### src/rtl/batt_mon_pkg.sv
package batt_mon_pkg;

  typedef enum logic [1:0] {
    MON_OFF  = 2'd0,
    MON_WAIT = 2'd1,
    MON_TEST = 2'd2
  } mon_state_e;

  // Counter width for a modulus, never below one bit.
  function automatic int cnt_width(input int limit);
    return (limit > 1) ? $clog2(limit) : 1;
  endfunction

  // Warning update: replacement wins, then a failing sample sets,
  // then a passing forced sample clears; otherwise hold.
  function automatic logic warn_next(input logic cur,
                                     input logic swap,
                                     input logic sample,
                                     input logic low,
                                     input logic forced);
    if (swap)             return 1'b0;
    if (sample && low)    return 1'b1;
    if (sample && forced) return 1'b0;
    return cur;
  endfunction

endpackage

### src/rtl/tick_counter.sv
module tick_counter #(
  parameter int LIMIT = 86400
) (
  input  logic clk,
  input  logic rst_n,
  input  logic clear,
  input  logic adv,
  output logic wrap
);
  import batt_mon_pkg::*;

  localparam int CW = cnt_width(LIMIT);
  localparam logic [CW-1:0] LAST = CW'(LIMIT - 1);

  logic [CW-1:0] cnt_q;

  assign wrap = adv && !clear && (cnt_q == LAST);

  always_ff @(posedge clk) begin
    if (!rst_n)      cnt_q <= '0;
    else if (clear)  cnt_q <= '0;
    else if (adv)    cnt_q <= wrap ? '0 : cnt_q + 1'b1;
  end

endmodule

### src/rtl/test_sequencer.sv
module test_sequencer (
  input  logic                      clk,
  input  logic                      rst_n,
  input  logic                      pwr_good,
  input  logic                      tick,
  input  logic                      int_wrap,
  input  logic                      win_wrap,
  output batt_mon_pkg::mon_state_e  state,
  output logic                      int_adv,
  output logic                      int_clr,
  output logic                      win_adv,
  output logic                      win_clr,
  output logic                      sample_evt,
  output logic                      forced
);
  import batt_mon_pkg::*;

  mon_state_e state_q, state_d;
  logic       forced_q, forced_d;

  assign state      = state_q;
  assign forced     = forced_q;
  assign int_adv    = pwr_good && (state_q == MON_WAIT) && tick;
  assign win_adv    = pwr_good && (state_q == MON_TEST) && tick;
  assign int_clr    = !pwr_good || (state_q != MON_WAIT);
  assign win_clr    = !pwr_good || (state_q != MON_TEST);
  assign sample_evt = win_wrap;

  always_comb begin
    state_d  = state_q;
    forced_d = forced_q;
    if (!pwr_good) begin
      state_d = MON_OFF;
    end else begin
      unique case (state_q)
        MON_OFF: begin
          state_d  = MON_TEST;
          forced_d = 1'b1;
        end
        MON_WAIT: if (int_wrap) begin
          state_d  = MON_TEST;
          forced_d = 1'b0;
        end
        MON_TEST: if (win_wrap) state_d = MON_WAIT;
        default:  state_d = MON_OFF;
      endcase
    end
  end

  always_ff @(posedge clk) begin
    if (!rst_n) begin
      state_q  <= MON_OFF;
      forced_q <= 1'b0;
    end else begin
      state_q  <= state_d;
      forced_q <= forced_d;
    end
  end

endmodule

### src/rtl/warn_latch.sv
module warn_latch (
  input  logic clk,
  input  logic rst_n,
  input  logic swap,
  input  logic sample,
  input  logic low,
  input  logic forced,
  output logic warn
);
  import batt_mon_pkg::*;

  logic warn_q;

  assign warn = warn_q;

  always_ff @(posedge clk) begin
    if (!rst_n) warn_q <= 1'b0;
    else        warn_q <= warn_next(warn_q, swap, sample, low, forced);
  end

endmodule

### src/rtl/batt_test_mon.sv
module batt_test_mon #(
  parameter int INTERVAL_TICKS = 86400,
  parameter int WINDOW_TICKS   = 1
) (
  input  logic clk,
  input  logic rst_n,
  input  logic tick_1hz,
  input  logic pwr_good,
  input  logic batt_low,
  input  logic batt_swap,
  output logic load_en,
  output logic warn_pull
);
  import batt_mon_pkg::*;

  mon_state_e state;
  logic int_adv, int_clr, int_wrap;
  logic win_adv, win_clr, win_wrap;
  logic sample_evt, forced_test, mon_off;

  tick_counter #(.LIMIT(INTERVAL_TICKS)) u_interval (
    .clk(clk), .rst_n(rst_n), .clear(int_clr), .adv(int_adv), .wrap(int_wrap)
  );

  tick_counter #(.LIMIT(WINDOW_TICKS)) u_window (
    .clk(clk), .rst_n(rst_n), .clear(win_clr), .adv(win_adv), .wrap(win_wrap)
  );

  test_sequencer u_seq (
    .clk(clk), .rst_n(rst_n), .pwr_good(pwr_good), .tick(tick_1hz),
    .int_wrap(int_wrap), .win_wrap(win_wrap), .state(state),
    .int_adv(int_adv), .int_clr(int_clr), .win_adv(win_adv),
    .win_clr(win_clr), .sample_evt(sample_evt), .forced(forced_test)
  );

  warn_latch u_warn (
    .clk(clk), .rst_n(rst_n), .swap(batt_swap), .sample(sample_evt),
    .low(batt_low), .forced(forced_test), .warn(warn_pull)
  );

  assign mon_off = (state == MON_OFF);
  assign load_en = (state == MON_TEST);

endmodule

### config.mk
export PLATFORM = sky130hd
export DESIGN_NAME = batt_test_mon
export DESIGN_NICKNAME = d
export VERILOG_FILES = /design/src/rtl/batt_mon_pkg.sv /design/src/rtl/tick_counter.sv /design/src/rtl/test_sequencer.sv /design/src/rtl/warn_latch.sv /design/src/rtl/batt_test_mon.sv
export SDC_FILE = /design/constraint.sdc
export NUM_CORES = 1
export LEC_CHECK = 0
export BUFFER_PORTS_ARGS = -buffer_cell sky130_fd_sc_hd__buf_2
export CORE_MARGIN = 2
export CORE_UTILIZATION = 62
export DETAILED_ROUTE_END_ITERATION = 7
export PLACE_DENSITY = 0.82
export SETUP_SLACK_MARGIN = 0.2
export SYNTH_ARGS = -nofsm -noshare
export SYNTH_HDL_FRONTEND = slang
export SYNTH_SLANG_ARGS = --single-unit
### constraint.sdc
create_clock -name clk -period 4.7 [get_ports clk]
set_clock_uncertainty 0.05 [all_clocks]
set_input_delay 0.94 -clock clk [delete_from_list [all_inputs] [get_ports clk]]
set_output_delay 0.94 -clock clk [all_outputs]
set_load 0.02 [all_outputs]
### After elaboration in Yosys (flattened, before gate mapping)

Index checks and enable logic that the tools add are counted.

* bits in registers: 22
* bits of input ports: 6
* output and inout bits: 2
* logic and storage cells: 61

* add/subtract/negate cells: 2
* equal/unequal tests: 7
* multiplexer cells: 22
* bitwise operators: 2
* reduce and logical (&&, ||, !) cells: 23

Operators with widths (number)
* $add A17 B1 Y17 const B: 1
* $eq A17 B17 Y1 const B: 1
* $mux W1: 17
* $mux W17: 1
* $logic_and A1 B1 Y1: 10
* $pmux W2 S3: 1
* $mux W2: 2
* $ne A2 B1 Y1 const B: 2
* $ne A2 B2 Y1 const B: 2
* $reduce_and A2 Y1: 2
* $reduce_or A2 Y1: 2
* $logic_not A1 Y1: 3
* $reduce_and A3 Y1: 1
* $reduce_bool A3 Y1: 1
* $eq A2 B1 Y1 const B: 1
* $eq A2 B2 Y1 const B: 1
* $logic_not A2 Y1: 1
* $logic_or A1 B1 Y1: 2
* $not A1 Y1: 2
* $pmux W1 S2: 1
* $reduce_bool A2 Y1: 1
* $add A1 B1 Y1 const B: 1

### Longest topological paths before layout

Gate-level depths: netlist of run 1.

* word-level depth: 15
* mapped depth: 6
* gate-level depth less buffers: 5

### Cells and area by module

From an unflattened synthesis of run 1, not the netlist that was laid out.

* cells, all modules: 122
* area, all modules: 1116.1 um2

By module, submodules not included
* tick_counter (u_interval): instances 1, cells each 93, area each 823.3 um2, sequential area each 340.3 um2
* test_sequencer: instances 1, cells each 20, area each 190.2 um2, sequential area each 60.1 um2
* warn_latch: instances 1, cells each 5, area each 48.8 um2, sequential area each 20.0 um2
* tick_counter (u_window): instances 1, cells each 3, area each 40.0 um2, sequential area each 20.0 um2
* batt_test_mon: instances 1, cells each 1, area each 13.8 um2, sequential area each 0.0 um2

### Worst setup path after synthesis of run 1

Ideal clock, no wire load.

* kind: in2reg
* start: input port pwr_good
* end: register u_interval.cnt_q[15]
* setup time: 0.086 ns
* arrival time: 2.036 ns
* required time: 4.564 ns
* setup slack: 2.527 ns
* stages on the path: 4
* path buffers: 0
* path through: nand4b_2 -> nor4_1 -> mux2_2 -> a211oi_1

* longest elaborated chain between the ends: 6
* elaborated cells on any way between the ends: 9
* those cells by class: mux (1); reduce/logical (8)

RTL lines
* from (decl): line batt_test_mon.sv:8 `input logic pwr_good,`
* $logic_not A1 Y1: line test_sequencer.sv:25 `assign int_clr = !pwr_good || (state_q != MON_WAIT);`
* $logic_or A1 B1 Y1: line test_sequencer.sv:25
* $logic_not A1 Y1: line tick_counter.sv:17 `assign wrap = adv && !clear && (cnt_q == LAST);`
* $logic_and A1 B1 Y1 (2 in series): line tick_counter.sv:17
* $mux W17: line tick_counter.sv:22 `else if (adv) cnt_q <= wrap ? '0 : cnt_q + 1'b1;`
* to (signal assigned): line tick_counter.sv:22
* to (decl): line tick_counter.sv:15 `logic [CW-1:0] cnt_q;`

Several ways; a longest one is shown, not always the timed one.
A chain may end at the register's enable or synchronous reset.

### Worst setup path in the final report of run 1

Ends and elaborated chain as after synthesis.

==> reports/metrics.csv, run 1 <==
metric;value;unit
p_switching;0.0000642;W
leakage;0.374;nW
finalWeightedCongestion;0.828;
wirelength;1990;microns
cts_hold_buffers;0;
grt_max_degree;13;
pwr-share-clk;34.4;%
yosys_warnings;0;
intPower;0.000240;W
cts_tree;done;
r2r-start;u_seq.state[0];
synthArstFlopShare;0;%
period_needed;2400;ps
synth.area.mux_share;3.78;%
dp_hpwl;1470;microns
swShare;21.1;%
num_rows;15;
final_antenna_net_count;0;
first_iter_violations;20;
slew_viol_final;0;
clk-insertion-delay-late;300;ps
synth_fa_ha_area_share;1.14;%
grt_util_all_layers;21.0;%
syn_nets;127;
finalHoldViolations;0;
cts_sinks;22;
ys.flop_type;dfxtp_1;
grt_first_pass_wirelength;3200;microns
hold_path.class;reg -> reg;
synth_compound_area_share;7.21;%
max_freq;418;MHz
syn_inst;120;
vdd_drop_max;0.155;mV
cts_buffers;3;
synth_cell_types;36;
io-pin-count;8;
drv_cap;0;
ff_latch_area;440;sq um
postCtsSetupRepairBufs;0;
finalSetupViolCount;0;
final_common_cell;dfxtp_1;
rr_endpoint;u_interval.cnt_q[15];
dieArea;2120;sq um
pre_cts_slack;2020;ps
comb_power_share;3.4;%
layout_worst_path_cycle_share;51.0;%
tightest_slew;506;ps
dr_total_vias;878;
clk_path_buf_depth;2;
synth-simple-area-share;35.9;%
rsz0062_at_grt;false;
finalSetupTns;0;ps
fillers;129;
multi_input_area;622;sq um
synth_top_family_by_area;simple AND/OR/NAND/NOR gates;
required;4870;ps
layout_setup_ws;2300;ps
r2r_slack;2620;ps
antenna_found_initial;0;
status;finished clean;
drive_above_1_share;15.6;%
die_w;46.0;microns
syn2layout_area_growth;6.64;%
hp-start;u_window.cnt_q;
p_per_area;261;nW/um^2
syn_area;1090;sq um
cts_resized;0;
yosys.area.top_type;dfxtp_1;
synth-xor-area-share;8.81;%
drc;0;
dr.pass1.iters;4;
seqPwrFrac;62.2;%
synth_top_area_share;40.3;%
worst_ep_arrival_time;2570;ps
first_global_vias;712;
path_clk_slew;120;ps
yosys-top-cells-area;dfxtp_1 (40%), xnor2_1 (7.2%), nor2_1 (4.8%);
clockRootBuffer;clkbuf_4;
cts-htree-levels;1;
hold_path_end;u_window.cnt_q;
synth-edff-count;0;
whs_path_depth;2;
p_total;0.000304;W
antenna_cells;0;
final_cell_mix;dfxtp_1 (22), nor2_1 (14), nand2_1 (10);
critical_path_class;in -> reg;
yosysSeqAreaShare;40.3;%
critPathCaptureType;flip-flop;
syn_area_per_cell;9.11;sq um
fp.dieH;46.0;microns
slew_headroom;66.0;%
start_util;64.7;%
port_buffers;7;
overflow;0;
critPathLaunchType;input port;
crit_fanout;12;
ys_ff_latch;22;
core;1690;sq um
wl_per_cell;13.7;microns
rr_worst_depth;4;
fin_nets;136;
drt-vias-per-instance;6.06;
fin_util;69.0;%
[cells in the mapped netlist (3+ instances only)]
master    n
mux2i_1   3
nand3_1   9
inv_1     3
nand2_1  10
o21ai_0   4
nand4_1   4
nor4_1    6
nor2_1   14
xnor2_1   9
nor3_1    4
dfxtp_1  22
[critical path: stages]
cell      delay [ps]
buf_2            150
nand4b_2         320
nor4_1           550
mux2_2           390
a211oi_1         220
[per-layer routing]
metal | vias up | track usage [%] | routed length (microns) | part of all wire, %
met4 | 0 | 6.86 | 0 | 0
met2 | 16 | 30.8 | 962 | 48
li1 | 452 | - | - | -
met1 | 410 | 30.8 | 967 | 49
met5 | - | 0 | 0 | 0
met3 | 0 | 3.57 | 59 | 3.0
[area by class of cell]
type / instances / area share (%)
sequential: 22 / 37.8
inverter: 3 / 0.966
timing repair buffer: 7 / 3.00
multi-input combinational: 92 / 53.3
clock buffer: 4 / 3.11
tap: 17 / 1.82
[sequential cells by signal, indices dropped and copies added, names as in the netlist]
signal / cells
u_interval.cnt_q: 17
u_seq.forced: 1
u_seq.state: 2
u_warn.warn: 1
u_window.cnt_q: 1
[cell families after synthesis]
kind of cell	after synthesis
and+or+nand+nor	65
DFF	22
AOI/OAI and AO/OA	11
xor gates and xnor gates	11
buffers and inverters	6
muxes	4
adders and majority gates	1
[power by group through the flow]
| stage | clock network [W] | registers [W] | logic, W |
|---|---|---|---|
| final | 0.000105 | 0.000189 | 0.0000103 |
| after global routing | 0.000114 | 0.000190 | 0.0000113 |
| after CTS | 0.000106 | 0.000189 | 0.0000104 |
| after detailed placement | 0 | 0.000193 | 0.0000104 |
| after global placement | 0 | 0.000193 | 0.00000992 |
| after floorplan | 0 | 0.000193 | 0.00000548 |
[worst max path at each step]
stage	start	end	slack, ps	cells after the start
5_1_grt	pwr_good	u_interval.cnt_q[15]	2200	5
3_5_place_dp	pwr_good	u_interval.cnt_q[15]	2020	5
2_1_floorplan	pwr_good	u_interval.cnt_q[15]	2530	4
6_report	pwr_good	u_interval.cnt_q[15]	2300	5
4_1_cts	pwr_good	u_interval.cnt_q[15]	2330	5
3_3_place_gp	pwr_good	u_interval.cnt_q[15]	2080	5
[through the flow]
step / cell area [sq um] / hold slack, ps / instances
4_1_cts: 1170 / 434 / 145
6_report: 1170 / 437 / 145
3_3_place_gp: 1130 / 420 / 141
3_5_place_dp: 1130 / 413 / 141
5_1_grt: 1170 / 455 / 145
2_1_floorplan: 1090 / 399 / 120
No activity file was read; power rests on OpenSTA's default activity.
==> run 2: changes to the inputs <==
--- a/config.mk
+++ b/config.mk
@@ -5,11 +5,12 @@
 export SDC_FILE = /design/constraint.sdc
 export NUM_CORES = 1
 export LEC_CHECK = 0
+export ABC_AREA = 1
 export BUFFER_PORTS_ARGS = -buffer_cell sky130_fd_sc_hd__buf_2
 export CORE_MARGIN = 2
-export CORE_UTILIZATION = 62
+export CORE_UTILIZATION = 52
 export DETAILED_ROUTE_END_ITERATION = 7
-export PLACE_DENSITY = 0.82
+export PLACE_DENSITY = 0.73
 export SETUP_SLACK_MARGIN = 0.2
 export SYNTH_ARGS = -nofsm -noshare
 export SYNTH_HDL_FRONTEND = slang
==> constraint.sdc (replaced) <==
create_clock -name clk -period 2.02 [get_ports clk]
set_clock_uncertainty 0.05 [all_clocks]
set_input_delay 0.404 -clock clk [delete_from_list [all_inputs] [get_ports clk]]
set_output_delay 0.404 -clock clk [all_outputs]
set_load 0.02 [all_outputs]
==> run 2 against run 1 <==
  * Cell area increased by 12%
  * Worst setup slack got worse by 1900 ps
  * Sequential share of layout area decreased by 4.2 points
  * Synthesized area increased by 10%
  * Power increased by 130%
  * Clock-buffer cell count unchanged
  * Sequential power increased by 130%
  * Core utilization decreased by 9.2 points
  * Critical path type is now reg -> reg
  * Critical endpoint unchanged
==> reports/metrics.csv, run 2 <==
metric;value;unit
largest_reg_flops;17;
start_util;55.0;%
antenna_cells;0;
critPathLaunchType;flip-flop;
finalSetupTns;0;ps
fp.dieH;52.1;microns
layout_setup_ws;410;ps
vdd_drop_max;0.535;mV
syn_area_per_cell;6.62;sq um
max_freq;621;MHz
postCtsSetupRepairBufs;0;
p_total;0.000709;W
dr_total_vias;1142;
wl_per_cell;11.2;microns
clk_path_buf_depth;2;
synth_fa_ha_area_share;1.04;%
synth-xor-area-share;0;%
grt_util_all_layers;20.9;%
required;2190;ps
finalWeightedCongestion;0.843;
final_common_cell;nand2_1;
syn2layout_area_growth;8.83;%
dieArea;2720;sq um
syn_inst;182;
drt-vias-per-instance;5.17;
slew_viol_final;0;
pre_cts_slack;300;ps
rsz0062_at_grt;false;
grt_first_pass_wirelength;4260;microns
critical_path_class;reg -> reg;
io-pin-count;8;
fin_util;59.9;%
first_iter_violations;17;
hold_path.class;in -> reg;
drive_above_1_share;17.1;%
first_global_vias;1058;
yosys.area.top_type;dfxtp_1;
cts-htree-levels;1;
clk-insertion-delay-late;310;ps
drc;0;
ys_ff_latch;22;
clockRootBuffer;clkbuf_4;
yosys_warnings;0;
tightest_slew;400;ps
p_per_area;541;nW/um^2
fin_nets;201;
synth_compound_area_share;6.54;%
path_clk_slew;120;ps
period_needed;1610;ps
overflow;0;
crit_fanout;8;
critPathCaptureType;flip-flop;
cts_hold_buffers;0;
final_cell_mix;nand2_1 (44), nor2_1 (28), inv_1 (24);
synth.area.mux_share;0;%
status;finished clean;
ys_top_cells_by_count;nand2_1 (44), nor2_1 (28), inv_1 (24), dfxtp_1 (22), nand3_1 (16);
layout_worst_path_cycle_share;79.7;%
dp_hpwl;1930;microns
worst_ep_arrival_time;1780;ps
port_buffers;7;
finalSetupViolCount;0;
ys.flop_type;dfxtp_1;
largest-register;u_interval.cnt_q;
cts_sinks;22;
synth_cell_types;27;
syn_nets;189;
cts_resized;0;
synth-simple-area-share;46.5;%
cts_tree;done;
drv_cap;0;
wirelength;2480;microns
cts_buffers;3;
antenna_found_initial;0;
syn_area;1200;sq um
dr.pass1.iters;4;
leakage;0.495;nW
yosysMostFrequentCell;nand2_1;
synth-edff-count;0;
finalHoldViolations;0;
synth_top_family_by_area;simple AND/OR/NAND/NOR gates;
yosysSeqAreaShare;36.6;%
slew_headroom;73.2;%
core;2190;sq um
die_w;52.1;microns
final_antenna_net_count;0;
synth_top_area_share;36.6;%
num_rows;17;
grt_max_degree;13;
yosys-top-cells-area;dfxtp_1 (37%), nand2_1 (14%), nor2_1 (8.7%);
synthArstFlopShare;0;%
## run 2: logic make-up (layout without fill, tap and decap cells)
| logic type | Yosys count | in the layout |
|---|---|---|
| AOI/OAI and AO/OA | 14 | 14 |
| adders and majority gates | 1 | 1 |
| buffers and inverters | 29 | 40 |
| DFF | 22 | 22 |
| and+or+nand+nor | 116 | 116 |
## run 2: area by class of cell
class	count	area, sq um
Timing Repair Buffer	8	42.5
Sequential cell	22	440
Inverter	28	105
Tap cell	28	35.0
Fill cell	202	880
Multi-Input combinational cell	131	652
Clock buffer	4	36.3
## run 2: where the power goes
group	switching, W	total, W	internal (W)
Clock	0.000134	0.000244	0.000110
Combinational	0.0000162	0.0000257	0.00000950
Sequential	0.00000181	0.000439	0.000437
## run 2: per-stage QoR
step	instances	hold slack (ps)	area, sq um
3_5_place_dp	217	396	1270
5_1_grt	221	166	1310
2_1_floorplan	182	376	1200
3_3_place_gp	217	389	1270
4_1_cts	221	169	1310
6_report	221	181	1310
## run 2: worst max-delay path: stages, from the launching register on
cell and delay (ps):
dfxtp_1 370, ha_1 230, nand2_1 90, nor2_2 100
nand2_1 90, nor2_2 130, nand3_2 120, nand2_4 130
inv_2 90, nand2_1 80, nor2_1 40
## run 2: metal layers
metal,up-vias,wire length (microns),GRT usage (%)
met5,-,0,0
met4,0,50,9.40
met3,5,47,2.87
met2,12,1190,35.9
met1,525,1190,25.9
li1,600,-,-
## run 2: worst paths after layout
check	from	end	slack (ps)	cells past startpoint
hold / removal	batt_swap	u_warn.warn	180	2
setup / recovery	u_interval.cnt_q[1]	u_interval.cnt_q[15]	410	10
hold reg to reg	u_seq.forced	u_seq.forced	410	2
setup reg to reg	u_interval.cnt_q[1]	u_interval.cnt_q[15]	410	10
==> run 3: changes to the inputs <==
==> constraint.sdc (replaced) <==
create_clock -name clk -period 1.4 [get_ports clk]
set_clock_uncertainty 0.05 [all_clocks]
set_input_delay 0.28 -clock clk [delete_from_list [all_inputs] [get_ports clk]]
set_output_delay 0.28 -clock clk [all_outputs]
set_load 0.02 [all_outputs]
==> run 3 against run 2 <==
  * The flow now finishes with violations (setup timing)
  * Maximum frequency is 6.6% higher
  * Cell count grew 11%
  * Sequential share of layout area decreased by 7.9 points
==> reports/metrics.csv, run 3 (synthesized netlist as in run 2, its figures left out) <==
metric;value;unit
leakage;0.687;nW
clk-insertion-delay-late;330;ps
cts_sinks;22;
finalSetupTns;-984;ps
finalWeightedCongestion;0.897;
vdd_drop_max;0.782;mV
hold_path.class;in -> reg;
cpPeakStageDelay;380;ps
rsz0062_at_grt;true;
fp.dieH;52.1;microns
finalSetupViolCount;14;
syn2layout_area_growth;45.6;%
seqPwrFrac;52.1;%
finalHoldViolations;0;
crit_fanout;3;
slew_headroom;81.9;%
tightest_slew;272;ps
clockRootBuffer;clkbuf_4;
final_antenna_net_count;0;
cts_buffers;3;
required;1630;ps
dr.pass1.iters;4;
fillers;149;
io-pin-count;8;
largest-register;u_interval.cnt_q;
layout_worst_path_cycle_share;108;%
max_freq;662;MHz
slew_viol_final;0;
swShare;21.7;%
slowest_stage;dfxtp_2;
wl_per_cell;15.5;microns
comb_power_share;6.6;%
status;complete, but fails checks;
violations;setup timing;
grt_util_all_layers;24.9;%
grt_max_degree;14;
clk_path_buf_depth;2;
first_iter_violations;36;
wirelength;3810;microns
period_needed;1510;ps
final_cell_mix;nand2_1 (31), nor2_1 (25), inv_1 (22);
dr_total_vias;1361;
antenna_found_initial;0;
drive_above_1_share;44.2;%
critical_path_class;reg -> reg;
worst_ep_arrival_time;1740;ps
worstPathCellList;ha_4 -> nand2_4 -> nor2_4 -> buf_4 -> nand2_1 -> nor2_1 -> nand2_2 -> nand2_2 -> nand3_1 -> a21oi_1;
start_util;55.0;%
first_global_vias;1184;
num_rows;17;
dp_hpwl;2050;microns
largest_reg_flops;17;
intPower;0.000958;W
drc;0;
core;2190;sq um
die_w;52.1;microns
drt-vias-per-instance;5.56;
antenna_cells;0;
fin_util;80.1;%
dieArea;2720;sq um
final_common_cell;nand2_1;
critPathCaptureType;flip-flop;
port_buffers;7;
fin_nets;225;
p_per_area;697;nW/um^2
pwr-share-clk;41.3;%
cts_tree;done;
path_clk_slew;140;ps
layout_setup_ws;-110;ps
critPathLaunchType;flip-flop;
path_common_cell;nand2_2;
grt_first_pass_wirelength;4900;microns
p_switching;0.000265;W
drv_cap;0;
cts-htree-levels;1;
overflow;0;
==> run 3: worst max-delay path: cells and delay by family, from the launching register on <==
family	cells	cell delay, ps
flip-flops	1	380
adder cells (fa/ha/maj)	1	160
AND/OR/NAND/NOR	7	610
buffers and inverters	1	120
AO/OA/AOI/OAI	1	120
==> run 3: per-stage QoR <==
stage	setup slack [ps]	total power (W)	hold slack (ps)	instances	instance area, sq um
6_report	-110	0.00122	29.0	245	1750
5_1_grt	-186	0.00125	27.0	245	1750
4_1_cts	-76.3	0.00120	31.1	240	1570
3_5_place_dp	-86.1	0.000688	392	230	1390
3_3_place_gp	-84.6	0.000688	388	230	1390
2_1_floorplan	43.3	0.000669	303	182	1220
==> run 3: worst paths after layout <==
| check | from | to | slack, ps | cells after the start |
|---|---|---|---|---|
| setup / recovery | u_interval.cnt_q[1] | u_seq.forced | -110 | 10 |
| hold / removal | batt_swap | u_warn.warn | 30 | 2 |
| setup reg to reg | u_interval.cnt_q[1] | u_seq.forced | -110 | 10 |
| hold reg to reg | u_warn.warn | u_warn.warn | 420 | 2 |
==> run 3: area by class of cell <==
| cell class | instances | area, sq um | share of cell area (%) |
|---|---|---|---|
| clock inverter | 1 | 30.0 | 1.71 |
| sequential | 22 | 450 | 25.7 |
| timing repair buffer | 32 | 269 | 15.3 |
| clock buffer | 3 | 22.5 | 1.28 |
| multi-input combinational | 131 | 832 | 47.4 |
| inverter | 28 | 115 | 6.56 |
| tap | 28 | 35.0 | 2.00 |
==> run 3: power by group through the flow <==
stage                     clock network [W]  logic [W]  registers [W]
after floorplan                           0  0.0000214       0.000647
after detailed placement                  0  0.0000401       0.000648
after global routing               0.000529  0.0000846       0.000637
final                              0.000505  0.0000810       0.000637
after CTS                          0.000510  0.0000545       0.000635
after global placement                    0  0.0000395       0.000648
==> run 3: timing repair <==
| action | 4_1_cts | 5_1_grt |
|---|---|---|
| setup buffers | 6 | 5 |
| endpoints found under the setup margin | 21 | 23 |
| pin swaps | 10 | 9 |
| hold buffers | 0 | 0 |
| resized for setup | 26 | 39 |
==> run 3: per-layer routing <==
layer	wire, microns	track usage [%]	vias up
met2	1940	41.4	48
met5	0	0	-
met1	1470	31.8	648
met3	211	2.59	20
met4	195	13.2	0
li1	-	-	645
